===== src/rtl/hl_pkg.sv =====
package hl_pkg;
  typedef enum logic [2:0] {
    ACT_NONE,
    ACT_COUNT,
    ACT_PROMOTE,
    ACT_HOT_TAKEN,
    ACT_HOT_UNTAKEN
  } hl_act_e;
endpackage


===== src/rtl/hl_bit_table.sv =====
module hl_bit_table #(
  parameter int PC_W    = 16,
  parameter int ENTRIES = 16,
  parameter int CNT_W   = 3
) (
  input  logic            clk,
  input  logic            rst,
  input  logic [PC_W-1:0] rd_pc,
  output logic [CNT_W-1:0] rd_cnt,
  output logic            rd_hot,
  input  logic            wr_en,
  input  logic [PC_W-1:0] wr_pc,
  input  logic [CNT_W-1:0] wr_cnt,
  input  logic            wr_hot
);
  localparam int IDX_W = $clog2(ENTRIES);
  localparam int TAG_W = PC_W - IDX_W;

  logic             slot_vld [ENTRIES];
  logic [TAG_W-1:0] slot_tag [ENTRIES];
  logic [CNT_W-1:0] slot_cnt [ENTRIES];
  logic             slot_hot [ENTRIES];

  logic [IDX_W-1:0] rd_idx, wr_idx;
  logic             rd_hit;

  assign rd_idx = rd_pc[IDX_W-1:0];
  assign wr_idx = wr_pc[IDX_W-1:0];
  assign rd_hit = slot_vld[rd_idx] && (slot_tag[rd_idx] == rd_pc[PC_W-1:IDX_W]);

  // absent branches read back as all-zero information
  always_comb begin
    rd_cnt = rd_hit ? slot_cnt[rd_idx] : '0;
    rd_hot = rd_hit ? slot_hot[rd_idx] : 1'b0;
  end

  for (genvar g = 0; g < ENTRIES; g++) begin : g_slot
    always_ff @(posedge clk) begin
      if (rst) begin
        slot_vld[g] <= 1'b0;
        slot_tag[g] <= '0;
        slot_cnt[g] <= '0;
        slot_hot[g] <= 1'b0;
      end else if (wr_en && (wr_idx == IDX_W'(g))) begin
        slot_vld[g] <= 1'b1;
        slot_tag[g] <= wr_pc[PC_W-1:IDX_W];
        slot_cnt[g] <= wr_cnt;
        slot_hot[g] <= wr_hot;
      end
    end
  end
endmodule


===== src/rtl/hl_decide.sv =====
module hl_decide
  import hl_pkg::*;
#(
  parameter int THRESHOLD = 4,
  parameter int CNT_W     = 3
) (
  input  logic             br_valid,
  input  logic             br_taken,
  input  logic [CNT_W-1:0] cur_cnt,
  input  logic             cur_hot,
  output hl_act_e          act,
  output logic             wr_en,
  output logic [CNT_W-1:0] wr_cnt,
  output logic             wr_hot
);
  localparam logic [CNT_W:0] THR_EXT = (CNT_W+1)'(THRESHOLD);

  logic [CNT_W:0] inc;
  assign inc = {1'b0, cur_cnt} + 1'b1;

  always_comb begin
    act    = ACT_NONE;
    wr_en  = 1'b0;
    wr_cnt = cur_cnt;
    wr_hot = cur_hot;
    if (br_valid) begin
      if (cur_hot) begin
        act = br_taken ? ACT_HOT_TAKEN : ACT_HOT_UNTAKEN;
      end else if (br_taken) begin
        wr_en = 1'b1;
        if (inc >= THR_EXT) begin
          act    = ACT_PROMOTE;
          wr_cnt = THR_EXT[CNT_W-1:0];
          wr_hot = 1'b1;
        end else begin
          act    = ACT_COUNT;
          wr_cnt = inc[CNT_W-1:0];
        end
      end
    end
  end
endmodule


===== src/rtl/hl_mode_regs.sv =====
module hl_mode_regs
  import hl_pkg::*;
(
  input  logic    clk,
  input  logic    rst,
  input  hl_act_e act,
  input  logic    lb_miss,
  output logic    store_mode,
  output logic    fetch_mode
);
  always_ff @(posedge clk) begin
    if (rst) begin
      store_mode <= 1'b0;
      fetch_mode <= 1'b0;
    end else begin
      store_mode <= (act == ACT_PROMOTE);
      if (lb_miss) begin
        fetch_mode <= 1'b0;
      end else begin
        case (act)
          ACT_HOT_TAKEN:   fetch_mode <= 1'b1;
          ACT_HOT_UNTAKEN: fetch_mode <= 1'b0;
          ACT_PROMOTE:     fetch_mode <= 1'b0;
          default:         fetch_mode <= fetch_mode;
        endcase
      end
    end
  end
endmodule


===== src/rtl/hot_loop_mode_ctrl.sv =====
module hot_loop_mode_ctrl
  import hl_pkg::*;
#(
  parameter int PC_W      = 16,
  parameter int ENTRIES   = 16,
  parameter int THRESHOLD = 4
) (
  input  logic            clk,
  input  logic            rst,
  input  logic            br_valid,
  input  logic [PC_W-1:0] br_pc,
  input  logic            br_taken,
  input  logic            lb_miss,
  output logic            store_mode,
  output logic            fetch_mode
);
  localparam int CNT_W = $clog2(THRESHOLD + 1);

  logic [CNT_W-1:0] cur_cnt, nxt_cnt;
  logic             cur_hot, nxt_hot, tbl_we;
  hl_act_e          act;

  hl_bit_table #(.PC_W(PC_W), .ENTRIES(ENTRIES), .CNT_W(CNT_W)) u_table (
    .clk    (clk),
    .rst    (rst),
    .rd_pc  (br_pc),
    .rd_cnt (cur_cnt),
    .rd_hot (cur_hot),
    .wr_en  (tbl_we),
    .wr_pc  (br_pc),
    .wr_cnt (nxt_cnt),
    .wr_hot (nxt_hot)
  );

  hl_decide #(.THRESHOLD(THRESHOLD), .CNT_W(CNT_W)) u_decide (
    .br_valid (br_valid),
    .br_taken (br_taken),
    .cur_cnt  (cur_cnt),
    .cur_hot  (cur_hot),
    .act      (act),
    .wr_en    (tbl_we),
    .wr_cnt   (nxt_cnt),
    .wr_hot   (nxt_hot)
  );

  hl_mode_regs u_modes (
    .clk        (clk),
    .rst        (rst),
    .act        (act),
    .lb_miss    (lb_miss),
    .store_mode (store_mode),
    .fetch_mode (fetch_mode)
  );
endmodule


===== config.mk =====
export PLATFORM = sky130hd
export DESIGN_NAME = hot_loop_mode_ctrl
export DESIGN_NICKNAME = d
export VERILOG_FILES = /design/src/rtl/hl_pkg.sv /design/src/rtl/hl_bit_table.sv /design/src/rtl/hl_decide.sv /design/src/rtl/hl_mode_regs.sv /design/src/rtl/hot_loop_mode_ctrl.sv
export SDC_FILE = /design/constraint.sdc
export NUM_CORES = 1
export LEC_CHECK = 0
export CAP_MARGIN = 15
export CORE_UTILIZATION = 60
export DETAILED_ROUTE_END_ITERATION = 7
export PLACE_DENSITY_LB_ADDON = 0.12
export SYNTH_ARGS = -nofsm -noshare
export SYNTH_HDL_FRONTEND = slang
export SYNTH_HIERARCHICAL = 1
export SYNTH_SLANG_ARGS = --single-unit

===== constraint.sdc =====
create_clock -name clk -period 10.75 [get_ports clk]
set_clock_uncertainty 0.05 [all_clocks]
set_input_delay 2.15 -clock clk [delete_from_list [all_inputs] [get_ports clk]]
set_output_delay 2.15 -clock clk [all_outputs]
set_load 0.01 [all_outputs]

==> metrics <==
core area=21000 µm²; Max Slew Vio Count=0; Critical Path AT=7.36 ns; total power=2.31 mW; number of global-route vias before repair=7374; CTS max path bufs=3; Worst-path clk slew=0.06 ns; CP Class=in2reg; Worst Hold Class=reg2reg; P_leak=5.04 nW; dpl hpwl=19200 µm; GRT overflow=0; dpl ws=3.24 ns; highest metal used=met4; vias per cell=6.45; largest net degree at the start of global routing=63; final cell utilization of the core=0.677; met3 WL=3170 µm; Reg2Reg Setup Slack=6.19 ns; slowest stage delay, CP=0.74 ns; Rel. slew slack=0.282; Period Utilization, post-route=0.652; Slowest cell on crit path=nor4_1; DR WL met2=15000 µm; syn nets=858; CTS resizes=0; critical path launch point=br_pc[0]; Crit Reg-Reg Startpoint=u_table/slot_tag[5][9]; commonest non-fill, non-tap cell in the layout=edfxtp_1; Hold Crit Start=u_table/slot_vld[8]; minimum clock period=7.01 ns; die area=22000 µm²; sequential-to-total area share from yosys stat=0.638; TritonCTS buffer count=29; EDFF count, synth=271; hold_buf cts=0; Cell Area, Synth=12900 µm²; Tightest Pin Transition=1.08 ns; power density over the cells=162 nW/µm²; Port Buffers=22; asr flop ratio synth=0; initial antenna violation count=0; Final Hold Fails=0; Yosys top cell area share=0.633; Final nets=875; number of synthesized register bits=274; # DRC=0; Die Wd=148 µm; # setup viols final=0; DP Area=13400 µm²; ys flop type=edfxtp_1; average wire per cell in the routed design=27.8 µm; Clk Tree Root Cell=clkbuf_16; Mean Syn Cell Area=15.4 µm²; # rows=53; Final Instance Area=14200 µm²; CP Buf/Inv Count=3; crit end category=register; Detailed Route Iter0 Violations=936; area leader, netlist=edfxtp_1; Critical Path Fanout Max=39; Worst path top cell family by delay=simple AND/OR/NAND/NOR gates; Top Ports=23; Worst EP required=11.10 ns; final worst setup slack=3.74 ns; VDD IR max=0.122 mV; RSZ-0062 raised after global routing=false; fin cells=1148; Metal-1 WL=12700 µm; yosys warns=6; fraction of layout cells with a size suffix above 1=0.182; Filler cells=1401; number of library cell types mapped by synthesis=47; max-cap viol count=0; Vias=7408; multi-input logic area=4460 µm²; RD Place Congestion=0.873; register area=8200 µm²; main area contributors after synthesis=edfxtp_1 (63%), and2_1 (13%), mux4_2 (11%); post-placement cell count=1097; TritonCTS clock tree=built; post-CTS setup repair buffer count=0; Clock Latency Late Sink=0.54 ns; f_max=0.143 GHz; first-pass GRT wire length=47400 µm; H-tree depth=1; Mapped Cells=836; Initial Utilization=0.611; highest-count cells in the layout ignoring fill and taps=edfxtp_1 (271), and2_1 (257), mux4_2 (61), mux2i_1 (35), clkbuf_16 (29); Routed Antenna Nets=0; P&R area growth vs syn=10.7%; final hold slack=0.432 ns; crit start category=input pin; Fin Setup TNS=0 ns; TritonCTS Sinks=274; GRT Overall Usage=0.305; Routed Wire Length=32000 µm; outcome=finished, final reports clean; Vert. Die Dim=148 µm; worst-path cell chain=buf_2 -> buf_4 -> mux4_1 -> mux2i_1 -> mux2i_1 -> xor2_1 -> or4_4 -> nor4_1 -> ha_1 -> nor2_1 -> a21o_1 -> o21ai_0 -> buf_4 -> and2_1; DRT Pass-1 Iters=6
[per-layer routing]
layer	vias up	track usage
met5	-	0
met4	0	0.109
met1	3758	0.440
met2	434	0.478
li1	3136	-
met3	80	0.0448
[final timing paths]
path	end	depth (start not counted)
min	u_table/slot_vld[8]	2
max	u_table/slot_cnt[14][2]	14
min reg2reg	u_table/slot_vld[8]	2
max reg2reg	u_table/slot_cnt[14][2]	12
[final cells by class]
cell class                      instances  area share
Antenna cell                            1    0.000176
Clock buffer                           34      0.0523
Clock inverter                         16     0.00554
Inverter                                7     0.00185
Multi-Input combinational cell        496       0.313
Sequential cell                       274       0.576
Tap cell                              275      0.0242
Timing Repair Buffer                   45      0.0265
[worst register-to-register path: stages, from the launching register on]
cell and delay [ns]:
edfxtp_1 0.38, mux4_1 0.52, mux2i_1 0.16, mux2i_1 0.12, xor2_1 0.18, or4_4 0.60
nor4_1 0.74, ha_1 0.31, nor2_1 0.07, a21o_1 0.24, o21ai_0 0.62, buf_4 0.28
and2_1 0.14
[cells in the mapped netlist, types with 2 or more instances]
cell type,n
a211oi_1,2
a21o_1,4
a21oi_1,5
a22oi_1,4
a31o_2,4
and2_1,257
buf_1,2
buf_2,9
buf_4,3
buf_6,6
clkbuf_1,39
dfxtp_1,3
edfxtp_1,271
inv_1,6
mux2i_1,35
mux4_1,5
mux4_2,61
nand2_1,20
nand2b_1,6
nand3_1,7
nand3b_1,3
nand4_1,4
nor2_1,16
nor2b_1,5
nor3_1,8
nor3b_1,2
nor4_1,6
o21ai_0,2
o21bai_1,11
or2_2,2
xnor2_1,8
xor2_1,5
[registers in the layout, summed over array words and instances (netlist names)]
signal              flops
u_table/slot_tag      192
u_modes/store_mode      1
u_table/slot_hot       16
u_table/slot_cnt       48
u_modes/fetch_mode      1
u_table/slot_vld       16
[cells by family after synthesis]
logic type               share of synthesized area
flip-flops                                   0.638
adder cells (fa/ha/maj)                   0.000973
XOR/XNOR                                   0.00886
buffers and inverters                       0.0245
multiplexers                                 0.144
AO/OA/AOI/OAI                               0.0235
AND/OR/NAND/NOR                              0.160
[report_power, final]
part           leakage, nW  switching (mW)  internal [mW]  total, mW
Sequential            2.65          0.0155           1.23       1.24
Combinational         1.99           0.114         0.0755      0.189
Clock                0.405           0.391          0.489      0.880
Power figures use the tool's default switching activity.
